[src/rtl/ring_dl_pkg.sv]
package ring_dl_pkg;

   typedef enum logic [1:0] {
      TAG_CMD  = 2'b00,
      TAG_CARD = 2'b01,
      TAG_AREA = 2'b10,
      TAG_DATA = 2'b11
   } tag_e;

   localparam logic [7:0] CMD_BEGIN  = 8'hA5;
   localparam logic [7:0] CMD_FINISH = 8'h5A;

endpackage

[src/rtl/ring_dl_ctrl.sv]
module ring_dl_ctrl
   import ring_dl_pkg::*;
#(
   parameter int DATA_W      = 8,
   parameter int NUM_PARTS   = 4,
   parameter int BURST_BYTES = 2048,
   localparam int PART_W     = (NUM_PARTS > 1) ? $clog2(NUM_PARTS) : 1,
   localparam int BCNT_W     = $clog2(BURST_BYTES + 1)
) (
   input  logic              clk,
   input  logic              rst_n,
   input  logic [DATA_W-1:0] node_id,
   input  logic              rx_valid,
   input  logic [1:0]        rx_tag,
   input  logic [DATA_W-1:0] rx_byte,
   input  logic              flash_busy,
   output logic              dl_active,
   output logic              selected,
   output logic [PART_W-1:0] part_idx,
   output logic              wr_fire,
   output logic              ovr_hit
);

   localparam logic [BCNT_W-1:0] BURST_LIM = BCNT_W'(BURST_BYTES);
   localparam logic [DATA_W-1:0] OP_BEGIN  = DATA_W'(CMD_BEGIN);
   localparam logic [DATA_W-1:0] OP_FINISH = DATA_W'(CMD_FINISH);

   logic              part_ok;
   logic [BCNT_W-1:0] burst_cnt;
   logic              is_cmd, is_card, is_area, is_data;
   logic              area_in_range;
   logic              accept;

   assign is_cmd  = rx_valid && (rx_tag == TAG_CMD);
   assign is_card = rx_valid && (rx_tag == TAG_CARD);
   assign is_area = rx_valid && (rx_tag == TAG_AREA);
   assign is_data = rx_valid && (rx_tag == TAG_DATA);

   assign area_in_range = ({{(32-DATA_W){1'b0}}, rx_byte} < NUM_PARTS);

   assign accept  = is_data && dl_active && selected && part_ok
                    && (burst_cnt != BURST_LIM);
   assign wr_fire = accept && !flash_busy;
   assign ovr_hit = accept && flash_busy;

   always_ff @(posedge clk or negedge rst_n) begin
      if (!rst_n) begin
         dl_active <= 1'b0;
         selected  <= 1'b0;
         part_ok   <= 1'b0;
         part_idx  <= '0;
         burst_cnt <= '0;
      end else begin
         if (is_cmd && rx_byte == OP_BEGIN) begin
            dl_active <= 1'b1;
            selected  <= 1'b0;
            part_ok   <= 1'b0;
            burst_cnt <= '0;
         end else if (is_cmd && rx_byte == OP_FINISH) begin
            dl_active <= 1'b0;
            selected  <= 1'b0;
            part_ok   <= 1'b0;
            burst_cnt <= '0;
         end else if (is_card && dl_active) begin
            selected  <= (rx_byte == node_id);
            part_ok   <= 1'b0;
            burst_cnt <= '0;
         end else if (is_area && dl_active && selected) begin
            part_ok   <= area_in_range;
            part_idx  <= rx_byte[PART_W-1:0];
         end else if (wr_fire) begin
            burst_cnt <= burst_cnt + 1'b1;
         end
      end
   end

endmodule

[src/rtl/ring_dl_offsets.sv]
module ring_dl_offsets #(
   parameter int NUM_PARTS = 4,
   parameter int OFFS_W    = 20,
   localparam int PART_W   = (NUM_PARTS > 1) ? $clog2(NUM_PARTS) : 1
) (
   input  logic              clk,
   input  logic              rst_n,
   input  logic              bump,
   input  logic [PART_W-1:0] part_idx,
   output logic [OFFS_W-1:0] cur_off
);

   logic [NUM_PARTS-1:0][OFFS_W-1:0] offs;

   for (genvar gi = 0; gi < NUM_PARTS; gi++) begin : g_part
      logic [OFFS_W-1:0] cnt;
      always_ff @(posedge clk or negedge rst_n) begin
         if (!rst_n)
            cnt <= '0;
         else if (bump && part_idx == PART_W'(gi))
            cnt <= cnt + 1'b1;
      end
      assign offs[gi] = cnt;
   end

   always_comb begin
      cur_off = '0;
      for (int i = 0; i < NUM_PARTS; i++)
         if (part_idx == PART_W'(i))
            cur_off = offs[i];
   end

endmodule

[src/rtl/ring_dl_wport.sv]
module ring_dl_wport #(
   parameter int DATA_W = 8,
   parameter int PART_W = 2,
   parameter int OFFS_W = 20
) (
   input  logic              clk,
   input  logic              rst_n,
   input  logic              fire,
   input  logic              ovr_hit,
   input  logic [DATA_W-1:0] data_in,
   input  logic [PART_W-1:0] part_in,
   input  logic [OFFS_W-1:0] off_in,
   output logic              wr_en,
   output logic [PART_W-1:0] wr_part,
   output logic [OFFS_W-1:0] wr_addr,
   output logic [DATA_W-1:0] wr_data,
   output logic              overrun_err
);

   always_ff @(posedge clk or negedge rst_n) begin
      if (!rst_n) begin
         wr_en       <= 1'b0;
         wr_part     <= '0;
         wr_addr     <= '0;
         wr_data     <= '0;
         overrun_err <= 1'b0;
      end else begin
         wr_en <= fire;
         if (fire) begin
            wr_part <= part_in;
            wr_addr <= off_in;
            wr_data <= data_in;
         end
         if (ovr_hit)
            overrun_err <= 1'b1;
      end
   end

endmodule

[src/rtl/ring_dl_node.sv]
module ring_dl_node #(
   parameter int DATA_W      = 8,
   parameter int NUM_PARTS   = 4,
   parameter int BURST_BYTES = 2048,
   parameter int OFFS_W      = 20,
   localparam int PART_W     = (NUM_PARTS > 1) ? $clog2(NUM_PARTS) : 1
) (
   input  logic              clk,
   input  logic              rst_n,
   input  logic [DATA_W-1:0] node_id,
   input  logic              rx_valid,
   input  logic [1:0]        rx_tag,
   input  logic [DATA_W-1:0] rx_byte,
   input  logic              flash_busy,
   output logic              wr_en,
   output logic [PART_W-1:0] wr_part,
   output logic [OFFS_W-1:0] wr_addr,
   output logic [DATA_W-1:0] wr_data,
   output logic              dl_active,
   output logic              selected,
   output logic              overrun_err
);

   if (DATA_W < 8 || DATA_W > 31) begin : g_bad_data_w
      $error("ring_dl_node: DATA_W must be 8..31");
   end
   if (NUM_PARTS < 1 || PART_W > DATA_W) begin : g_bad_parts
      $error("ring_dl_node: NUM_PARTS out of range");
   end
   if (BURST_BYTES < 1) begin : g_bad_burst
      $error("ring_dl_node: BURST_BYTES must be positive");
   end
   if (OFFS_W < 1) begin : g_bad_offs
      $error("ring_dl_node: OFFS_W must be positive");
   end

   logic              fire;
   logic              ovr_hit;
   logic [PART_W-1:0] part_idx;
   logic [OFFS_W-1:0] cur_off;

   ring_dl_ctrl #(
      .DATA_W(DATA_W), .NUM_PARTS(NUM_PARTS), .BURST_BYTES(BURST_BYTES)
   ) i_ctrl (
      .clk(clk), .rst_n(rst_n), .node_id(node_id),
      .rx_valid(rx_valid), .rx_tag(rx_tag), .rx_byte(rx_byte),
      .flash_busy(flash_busy), .dl_active(dl_active), .selected(selected),
      .part_idx(part_idx), .wr_fire(fire), .ovr_hit(ovr_hit)
   );

   ring_dl_offsets #(
      .NUM_PARTS(NUM_PARTS), .OFFS_W(OFFS_W)
   ) i_offs (
      .clk(clk), .rst_n(rst_n), .bump(fire), .part_idx(part_idx),
      .cur_off(cur_off)
   );

   ring_dl_wport #(
      .DATA_W(DATA_W), .PART_W(PART_W), .OFFS_W(OFFS_W)
   ) i_wport (
      .clk(clk), .rst_n(rst_n), .fire(fire), .ovr_hit(ovr_hit),
      .data_in(rx_byte), .part_in(part_idx), .off_in(cur_off),
      .wr_en(wr_en), .wr_part(wr_part), .wr_addr(wr_addr),
      .wr_data(wr_data), .overrun_err(overrun_err)
   );

endmodule

[config.mk]
export PLATFORM = sky130hd
export DESIGN_NAME = ring_dl_node
export DESIGN_NICKNAME = d
export VERILOG_FILES = /design/src/rtl/ring_dl_pkg.sv /design/src/rtl/ring_dl_ctrl.sv /design/src/rtl/ring_dl_offsets.sv /design/src/rtl/ring_dl_wport.sv /design/src/rtl/ring_dl_node.sv
export SDC_FILE = /design/constraint.sdc
export NUM_CORES = 1
export LEC_CHECK = 0
export ABC_AREA = 0
export BUFFER_PORTS_ARGS = -buffer_cell sky130_fd_sc_hd__buf_2
export CORE_MARGIN = 3
export CORE_UTILIZATION = 41
export DETAILED_ROUTE_END_ITERATION = 6
export PLACE_DENSITY = 0.71
export RECOVER_POWER = 25
export SETUP_SLACK_MARGIN = 0.4
export SYNTH_ARGS = -nofsm -noshare
export SYNTH_HDL_FRONTEND = slang
export SYNTH_HIERARCHICAL = 1
export SYNTH_SLANG_ARGS = --single-unit
[constraint.sdc]
create_clock -name clk -period 2.8 [get_ports clk]
set_input_delay 0 -clock clk [delete_from_list [all_inputs] [get_ports clk]]
set_output_delay 0 -clock clk [all_outputs]
set_load 0.005 [all_outputs]
==> run_results.csv, run 1 <==
group,metric,value,unit
routing,ant_nets,0,
sta,finalClockSkew,0.008182,ns
layout,design_area,7815,um2
clocking,cts_tree,"done",
run_status,outcome,"complete, no violations",
die,row_count,45,
global_routing,grt_pass1_vias,4749,
sta,tns,0,ns
clocking,cts_buffers,17,
yosys,synth-adder-area-share,1.163,%
sta,setup_viol_count_final,0,
die,die_area,17290,um2
worst_setup_path,critPathTopFamily,"simple AND/OR/NAND/NOR gates",
worst_setup_path,reg2reg_depth,8,
place,placed_area,7008,um2
sta,period_minus_slack,2.354,ns
yosys,syn_area_per_cell,12.63,um2
routing,drt_iter0_drc,427,
yosys,async_reset_ff_share,100.0,%
worst_setup_path,cp.depth,8,
yosys,synth_xor_area_share,11.53,%
routing,drt_pass1_iterations,5,
power,powerDensity,534.0,nW/um2
worst_setup_path,cpMaxStageDelayCell,"dfrtp_1",
sta,finalMaxSlewViolations,0,
routing,num_vias,4522,
min_path,hold_class,"primary input to flop",
layout,drive_gt1_share,27.82,%
global_routing,grt_max_degree,107,
sta,worst_pin_slew,1.406,ns
die,die_x,131.5,um
worst_setup_path,path_cells,"nor4b_2 -> and4_4 -> nor2_4 -> buf_4 -> and3b_2 -> and3_2 -> nand4_1 -> xnor2_1",
die,coreArea,15310,um2
yosys,synthFlopType,"dfrtp_1",
yosys,synthesis.area,6455,um2
yosys,synth_edf_count,0,
global_routing,grt_overflow_total,0,
global_routing,grt_pass1_wl,24690,um
min_path,min_path_cells,5,
clocking,htreeDepth,4,
place,place_ws,0.06441,ns
worst_setup_path,crit_buf_inv,1,
sta,fmax,424.9,MHz
yosys,synthCells,511,
power,p_leak,0.003540,uW
clocking,clk_latency,0.41,ns
power,internal_power,3301,uW
worst_setup_path,worstPathArrival,2.68,ns
worst_setup_path,endpoint_kind,"flop",
sta,setup_slack,0.4465,ns
routing,wl_per_cell,18.49,um
worst_setup_path,required,3.13,ns
power,pwr-share-seq,44.9,%
yosys,synth_compound_area_share,2.966,%
power,ir_worst_vdd,0.0004228,V
power,clock_power_share,52.6,%
sta,hold_viol,0,
worst_setup_path,crit_type,"flop to flop",
yosys,ys_seq_area_share,50.01,%
place,gp_congestion,0.9045,
clocking,cts.clk_slew.worst_paths,0.06,ns
yosys,yosysWarnings,6,
routing,totalWireLength,15200,um
yosys,synth_area_leaders,"dfrtp_1 50%, xnor2_1 8.1%, mux2_4 7.0%",
yosys,synth_nets,539,
flow_run,maxCapViolations,0,
power,combPwrFrac,2.4,%
worst_setup_path,crit_path_start_kind,"flop",
die,die_y,131.5,um
yosys,ys_ff_latch,129,
worst_setup_path,crit_path_max_incr_delay,0.46,ns
yosys,synth.largest_area_cell,"dfrtp_1",
layout,insertedDiodeCount,0,
global_routing,track_usage,17.64,%
place,io_buffers,55,
place,hpwl,10070,um
sta,grt_setup_unrepaired,"yes",
clocking,cts_max_path_buffers,2,
yosys,ys_types,44,
power,power.switching,872.2,uW
layout,fin_nets,627,
routing,avgViaCountPerCell,5.501,
global_routing,antenna_found_initial,0,
power,switching_share,20.90,%
sta,timing.final.crit_share,84.06,%
yosys,yosys.area_share.simple,17.29,%
layout,nFillCells,1326,
die,ioPinCount,56,
die,start_util,42.15,%
routing,drc,0,
yosys,yosys-mux-area-fraction,14.83,%
clocking,cts_root_buf,"clkbuf_16",
yosys,synth_top_area_share,50.01,%
clocking,clock_sinks,129,
layout,areaGrowthSynthToFinish,21.07,%
worst_setup_path,cp_max_fo,11,
sta,slew_headroom,6.271,%
yosys,synth_top_family_by_area,"simple AND/OR/NAND/NOR gates",
[cells in the mapped netlist, types with 3 or more instances]
master,number
xor2_1,25
clkbuf_1,5
or2_2,3
mux4_2,20
o21ai_0,8
nor3_1,11
xnor2_1,60
or4_1,8
nand4_1,23
nand2_1,36
dfrtp_1,129
nor2_1,18
mux2_2,5
a211oi_1,11
and3_1,10
buf_2,8
inv_1,10
buf_6,3
o31ai_1,6
and4_1,10
mux2_4,30
nor4_1,5
ha_1,6
nand3_1,33
[what timing repair did]
action                                  4_1_cts  5_1_grt
hold endpoints to repair                    144        0
hold buffers                                 13        0
gates resized for setup                       7        9
buffers inserted                              4        3
pin swaps                                     3        6
cloned                                        0        0
endpoints found under the setup margin       56       42
[final timing paths]
kind	start	endpoint	slack (ns)
min reg2reg	i_offs/g_part[0].cnt[19]	i_offs/g_part[0].cnt[19]	0.47
max	i_ctrl/burst_cnt[7]	i_offs/g_part[1].cnt[12]	0.45
max reg2reg	i_ctrl/burst_cnt[7]	i_offs/g_part[1].cnt[12]	0.45
min	node_id[0]	i_ctrl/selected	0.07
min in group asynchronous	rst_n	i_wport/wr_data[3]	0.46
max in group asynchronous	rst_n	i_offs/g_part[3].cnt[4]	1.15
[worst reg2reg max path: cells and delay by family, from the launching register on]
family | cells | cell delay [ns]
DFF | 1 | 0.46
and+or+nand+nor | 6 | 1.55
xor gates and xnor gates | 1 | 0.13
buffers and inverters | 1 | 0.14
[metal layers]
metal / track usage (%) / wire, um
met5: 0 / 0
met4: 4.376 / 136
met3: 3.714 / 746
met2: 29.86 / 7603
met1: 23.29 / 6708
[through the flow]
stage	hold slack [ns]	total power, uW	instances	utilization [%]
after global placement	-0.07900	1992	771	45.76
after CTS	0.02988	4205	819	50.84
final	0.07432	4173	822	51.03
after detailed placement	-0.07396	1995	771	45.76
after global routing	0.1248	4292	822	51.03
after floorplan	-0.2956	1926	511	-
[cell usage in the layout, fill, tap and decap left out, types with 4 or more instances in the layout]
cell           instances
a211oi_1              11
and3_1                 9
and4_1                 8
buf_2                 33
buf_4                 17
clkbuf_1              21
clkbuf_16             17
clkbuf_8               4
clkinv_2               5
dfrtp_1              129
dlygate4sd3_1         13
ha_1                   6
inv_1                 10
mux2_2                 5
mux2_4                30
mux4_2                20
nand2_1               36
nand3_1               32
nand4_1               23
nor2_1                15
nor3_1                10
nor4_2                 4
o21ai_0                8
o31ai_1                6
or4_1                  8
xnor2_1               60
xor2_1                25
[flip-flops by register name (all words and copies together), names as in the netlist, 2 cells and up]
signal and cells:
i_ctrl/part_idx 2, i_wport/wr_part 2, i_ctrl/burst_cnt 12, i_wport/wr_data 8, i_wport/wr_addr 20, i_offs/g_part.cnt 80
[logic make-up after synthesis]
group | count (synthesis)
xor gates and xnor gates | 85
AOI/OAI and AO/OA | 28
buffers and inverters | 28
muxes | 55
and+or+nand+nor | 180
adders and majority gates | 6
DFF | 129
[power groups by stage]
| stage | clock, uW | combinational [uW] | sequential [uW] |
|---|---|---|---|
| 2_1_floorplan | 0 | 19.5 | 1910 |
| 3_3_place_gp | 0 | 85.0 | 1910 |
| 3_5_place_dp | 0 | 87.8 | 1910 |
| 4_1_cts | 2230 | 103 | 1870 |
| 5_1_grt | 2300 | 115 | 1870 |
| 6_report | 2200 | 101 | 1880 |
[final cells by class]
cell class              instances  area (um2)  area share [%]
clock buffers                  21       480.5           6.148
clock inverters                10       108.9           1.393
inverters                      10       37.54          0.4803
multi-input cells             354        3159           40.43
flip-flops and latches        129        3228           41.31
well taps                     211       264.0           3.378
repair buffers                 87       536.8           6.868
Power figures use the tool's default switching activity.
==> inputs of run 2 (changes only) <==
clock period = 2.1 ns   (was 2.8 ns; I/O delays follow)
==> run 2 against run 1 <==
  * The run now ends with setup timing left
  * Critical endpoint is now i_offs/g_part[0].cnt[16]
  * Sequential cell count is the same
  * Sequential power grew 33%
  * Largest cell class is now multi-input combinational cells
  * Sequential share of layout area shrank 4.7 points
  * Critical path type unchanged
  * Register-to-register slack lost 0.53 ns
  * Core utilization grew 6.6 points
  * Via count grew 5.8%
  * Die area is the same
  * Setup slack lost 0.53 ns
==> run_results.csv, run 2 (synthesized netlist as in run 1, its figures left out) <==
group,metric,value,unit
clocking,cts_root_buf,"clkbuf_16",
layout,insertedDiodeCount,0,
sta,worst_pin_slew,1.234,ns
layout,largest_register,"i_offs/g_part.cnt",
die,row_count,45,
worst_setup_path,path_cells,"nand3_2 -> or3_4 -> nor2_4 -> nor3b_4 -> nand4_4 -> buf_6 -> nor4_4 -> xor2_1",
place,io_buffers,55,
clocking,cts_tree,"done",
layout,multi_input_area,3638,um2
worst_setup_path,crit_buf_inv,1,
global_routing,track_usage,19.45,%
power,ir_worst_vdd,0.0005373,V
sta,setup_viol_count_final,23,
routing,avgViaCountPerCell,5.513,
worst_setup_path,crit_path_start_kind,"flop",
global_routing,grt_pass1_vias,5139,
power,powerDensity,643.2,nW/um2
min_path,hold_class,"primary input to flop",
sta,hold_viol,0,
worst_setup_path,endpoint_kind,"flop",
layout,design_area,8820,um2
place,hpwl,10410,um
run_status,outcome,"complete, but fails checks",
worst_setup_path,cpMaxStageDelayCell,"or3_4",
worst_setup_path,crit_path_max_incr_delay,0.41,ns
layout,largest_reg_flops,80,
sta,slew_headroom,17.75,%
layout,register_area,3228,um2
layout,nFillCells,1185,
sta,finalClockSkew,0.008345,ns
routing,drt_pass1_iterations,4,
layout,drive_gt1_share,45.97,%
die,die_x,131.5,um
global_routing,grt_overflow_total,0,
sta,period_minus_slack,2.187,ns
worst_setup_path,crit_type,"flop to flop",
global_routing,antenna_found_initial,0,
layout,top_regs,"i_offs/g_part.cnt: 80 flops, i_wport/wr_addr: 20 flops, i_ctrl/burst_cnt: 12 flops",
flow_run,maxCapViolations,0,
power,power.switching,1173,uW
place,gp_congestion,0.8291,
clocking,clock_sinks,129,
routing,drt_iter0_drc,390,
global_routing,grt_pass1_wl,26990,um
clocking,htreeDepth,4,
power,p_leak,0.004203,uW
worst_setup_path,required,2.43,ns
place,place_ws,-0.06516,ns
clocking,clk_latency,0.42,ns
die,die_y,131.5,um
power,switching_share,20.67,%
sta,timing.final.crit_share,104.2,%
worst_setup_path,cp_max_fo,6,
sta,finalMaxSlewViolations,0,
clocking,cts_buffers,17,
layout,final_common_cell,"dfrtp_1",
routing,drc,0,
routing,totalWireLength,16730,um
power,clock_power_share,53.4,%
layout,final_cell_mix,"129 x dfrtp_1, 54 x buf_2, 48 x xnor2_1",
worst_setup_path,critPathTopFamily,"simple AND/OR/NAND/NOR gates",
layout,areaGrowthSynthToFinish,36.64,%
place,placed_area,7350,um2
routing,wl_per_cell,19.28,um
die,start_util,42.15,%
power,pwr-share-seq,44.1,%
routing,ant_nets,0,
clocking,cts_max_path_buffers,2,
routing,num_vias,4785,
worst_setup_path,worstPathArrival,2.52,ns
die,coreArea,15310,um2
clocking,cts.clk_slew.worst_paths,0.06,ns
sta,setup_slack,-0.08747,ns
power,combPwrFrac,2.5,%
layout,fin_nets,672,
die,ioPinCount,56,
run_status,violations,"setup timing",
sta,grt_setup_unrepaired,"yes",
global_routing,grt_max_degree,50,
sta,fmax,457.1,MHz
die,die_area,17290,um2
power,internal_power,4501,uW
run 2: changes by cell type in the layout (fill, tap and decap cells not counted), moves of 12 or more:
cell | before | now
buf_2 | 33 | 54
buf_4 | 17 | 40
buf_6 | 1 | 17
clkbuf_1 | 21 | 2
xnor2_1 | 60 | 48
xnor2_2 | 0 | 12
run 2: cell type report:
type / instances / share of cell area [%]
sequential: 129 / 36.60
tap: 211 / 2.993
inverter: 10 / 0.4256
multi-input combinational: 354 / 41.25
clock inverter: 10 / 1.504
clock buffer: 22 / 5.377
timing repair buffer: 132 / 11.85
run 2: tightest hold or removal path: stages:
cell and delay [ns]:
buf_2 0.13, o21ai_0 0.10, o21ai_0 0.15
run 2: worst paths after layout:
path,slack (ns),cells past startpoint,end,from
worst min-delay path,0.01,3,i_ctrl/selected,rx_tag[1]
max in group asynchronous,0.40,3,i_offs/g_part[2].cnt[0],rst_n
worst max-delay path,-0.09,8,i_offs/g_part[0].cnt[16],i_ctrl/part_ok
min in group asynchronous,0.40,2,i_wport/wr_part[0],rst_n
worst min register to register,0.47,1,i_offs/g_part[2].cnt[19],i_offs/g_part[2].cnt[19]
worst max register to register,-0.09,8,i_offs/g_part[0].cnt[16],i_ctrl/part_ok
run 2: power groups by stage:
stage          clock [uW]  sequential [uW]  combinational [uW]
6_report             3030             2500                 143
3_3_place_gp            0             2540                 123
2_1_floorplan           0             2540                26.1
3_5_place_dp            0             2540                 127
4_1_cts              3070             2500                 146
5_1_grt              3190             2500                 161
run 2: through the flow:
step | hold WS [ns] | total power [uW] | std cells | setup TNS, ns | utilization [%]
floorplan | -0.2956 | 2568 | 511 | -5.789 | -
global placement | 0.05827 | 2665 | 797 | -0.01797 | 47.99
detailed placement | 0.07293 | 2669 | 797 | -0.4346 | 47.99
CTS | 0.003304 | 5711 | 857 | 0 | 56.01
global route | 0.05065 | 5849 | 868 | -4.788 | 57.59
finish | 0.01098 | 5673 | 868 | -0.5833 | 57.59
run 2: what timing repair did:
item	4_1_cts	5_1_grt
endpoints found under the setup margin	122	122
hold buffers	11	0
gates resized for setup	85	28
pin swaps	43	20
buffers inserted	17	11
hold endpoints to repair	59	0
run 2: metal layers:
layer | track usage [%] | up-vias | wire [um]
li1 | - | 2140 | -
met1 | 24.66 | 2479 | 6913
met2 | 32.46 | 134 | 8726
met3 | 5.360 | 32 | 738
met4 | 6.184 | 0 | 352
met5 | 0 | - | 0
==> inputs of run 3 (changes only) <==
CELL_PAD_IN_SITES_DETAIL_PLACEMENT = 0   (was unset)
CELL_PAD_IN_SITES_GLOBAL_PLACEMENT = 2   (was unset)
CORE_UTILIZATION = 37   (was 41)
PLACE_DENSITY = 0.85   (was 0.71)
==> run 3 against run 2 <==
  * The run now ends clean
  * Non-clock buffer count up 2
  * Clock power fell by 8.6%
  * Die area up 10%
  * Combinational power increased by 3%
  * Clock skew rose by 0.0036 ns
  * First-iteration DRC count decreased by 27%
  * Sequential share of layout area fell by 0.26 points
  * Largest cell class unchanged
  * Largest power group unchanged
==> run_results.csv, run 3 (synthesized netlist as in run 1, its figures left out) <==
group,metric,value,unit
worst_setup_path,crit_type,"flop to flop",
layout,final_common_cell,"dfrtp_1",
worst_setup_path,crit_top_cell,"buf_12",
die,die_x,138.1,um
layout,insertedDiodeCount,0,
sta,setup_viol_count_final,0,
global_routing,track_usage,17.12,%
clocking,cts_tree,"done",
sta,slew_headroom,11.16,%
power,ir_worst_vdd,0.0005829,V
clocking,cts.clk_slew.worst_paths,0.05,ns
sta,grt_setup_unrepaired,"yes",
min_path,hold_class,"primary input to flop",
clocking,clk_latency,0.41,ns
power,p_leak,0.004309,uW
routing,totalWireLength,16090,um
global_routing,grt_pass1_wl,26370,um
worst_setup_path,endpoint_kind,"flop",
sta,finalMaxSlewViolations,0,
worst_setup_path,cp_max_fo,8,
sta,fmax,477.6,MHz
sta,period_minus_slack,2.094,ns
die,row_count,47,
layout,largest_register,"i_offs/g_part.cnt",
layout,drive_gt1_share,49.47,%
routing,drc,0,
layout,areaGrowthSynthToFinish,37.68,%
routing,wl_per_cell,18.39,um
clocking,cts_buffers,17,
routing,drt_pass1_iterations,4,
global_routing,grt_overflow_total,0,
place,gp_congestion,0.7955,
worst_setup_path,worstPathArrival,2.42,ns
sta,timing.final.crit_share,99.71,%
routing,num_vias,4667,
sta,finalClockSkew,0.01192,ns
layout,fin_nets,674,
global_routing,antenna_found_initial,0,
worst_setup_path,critPathTopFamily,"simple AND/OR/NAND/NOR gates",
worst_setup_path,crit_path_max_incr_delay,0.38,ns
sta,setup_slack,0.006075,ns
clocking,cts_root_buf,"clkbuf_16",
worst_setup_path,crit_buf_inv,3,
worst_setup_path,required,2.43,ns
die,coreArea,16820,um2
die,start_util,38.38,%
clocking,htreeDepth,4,
routing,avgViaCountPerCell,5.334,
worst_setup_path,path_cells,"nor4b_2 -> buf_4 -> and4_4 -> nor2_4 -> buf_12 -> and3b_2 -> and3_4 -> buf_12 -> nand4_1 -> xnor2_1",
run_status,outcome,"complete, no violations",
die,die_y,138.1,um
global_routing,grt_max_degree,53,
sta,hold_viol,0,
place,io_buffers,55,
global_routing,grt_pass1_vias,4914,
flow_run,maxCapViolations,0,
sta,tns,0,ns
routing,ant_nets,0,
layout,final_cell_mix,"128 x dfrtp_1, 53 x buf_2, 42 x xnor2_1",
power,powerDensity,610.2,nW/um2
die,die_area,19070,um2
clocking,clock_sinks,129,
place,hpwl,10840,um
layout,largest_reg_flops,80,
place,place_ws,-0.1111,ns
sta,worst_pin_slew,1.333,ns
worst_setup_path,crit_path_start_kind,"flop",
clocking,cts_max_path_buffers,2,
layout,top_regs,"i_offs/g_part.cnt: 80 flops, i_wport/wr_addr: 20 flops, i_ctrl/burst_cnt: 12 flops",
layout,nFillCells,1440,
routing,drt_iter0_drc,284,
die,ioPinCount,56,
worst_setup_path,cpMaxStageDelayCell,"dfrtp_1",
run 3: metrics by stage:
step	area, um2	total power (uW)	util, %	std cells	hold WS (ns)
after global placement	7348	2668	43.69	806	0.08443
final	8887	5423	52.84	875	0.02155
after global routing	8887	5650	52.84	875	0.04114
after floorplan	6625	2568	-	511	-0.2956
after CTS	8461	5491	50.31	863	0.009778
after detailed placement	7348	2670	43.69	806	0.08256
run 3: tightest hold or removal path, stage by stage:
cell	delay (ns)
buf_2	0.11
nor2_1	0.04
nand2_1	0.09
o21ai_0	0.12
run 3: per-layer routing:
layer	wire (um)	global-route usage, %
met1	7130	22.81
met2	8105	27.88
met3	607	4.454
met4	245	4.784
met5	0	0
run 3: path summary, 6_finish.rpt:
kind / endpoint / startpoint / slack, ns / cells past startpoint
min: i_ctrl/dl_active / rx_tag[0] / 0.02 / 4
min in group asynchronous: i_wport/wr_data[1] / rst_n / 0.41 / 2
min reg2reg: i_wport/overrun_err / i_wport/overrun_err / 0.46 / 1
max: i_offs/g_part[1].cnt[12] / i_ctrl/burst_cnt[2] / 0.006 / 10
max in group asynchronous: i_offs/g_part[3].cnt[7] / rst_n / 0.48 / 3
max reg2reg: i_offs/g_part[1].cnt[12] / i_ctrl/burst_cnt[2] / 0.006 / 10
run 3: final cells by class:
type / count / area [um2] / area share [%]
Multi-Input combinational cell: 354 / 3736 / 42.04
Clock inverter: 8 / 90.09 / 1.014
Clock buffer: 20 / 456.7 / 5.139
Tap cell: 220 / 275.3 / 3.097
Sequential cell: 129 / 3229 / 36.34
Timing Repair Buffer: 134 / 1062 / 11.95
Inverter: 10 / 37.54 / 0.4224
run 3: report_power, final:
| part | total [uW] | leakage, uW | switching [uW] | internal (uW) |
|---|---|---|---|---|
| Clock | 2770 | 0.000277 | 1010 | 1770 |
| Sequential | 2500 | 0.00177 | 7.51 | 2490 |
| Combinational | 148 | 0.00226 | 89.6 | 58.2 |
run 3: what timing repair did:
| item | CTS | global route |
|---|---|---|
| endpoints found under the setup margin | 121 | 121 |
| gates cloned | 0 | 1 |
| hold buffers | 12 | 0 |
| buffers inserted | 17 | 11 |
| endpoints found under the hold margin | 61 | 0 |
| resized for setup | 78 | 68 |
| pin swaps | 54 | 34 |
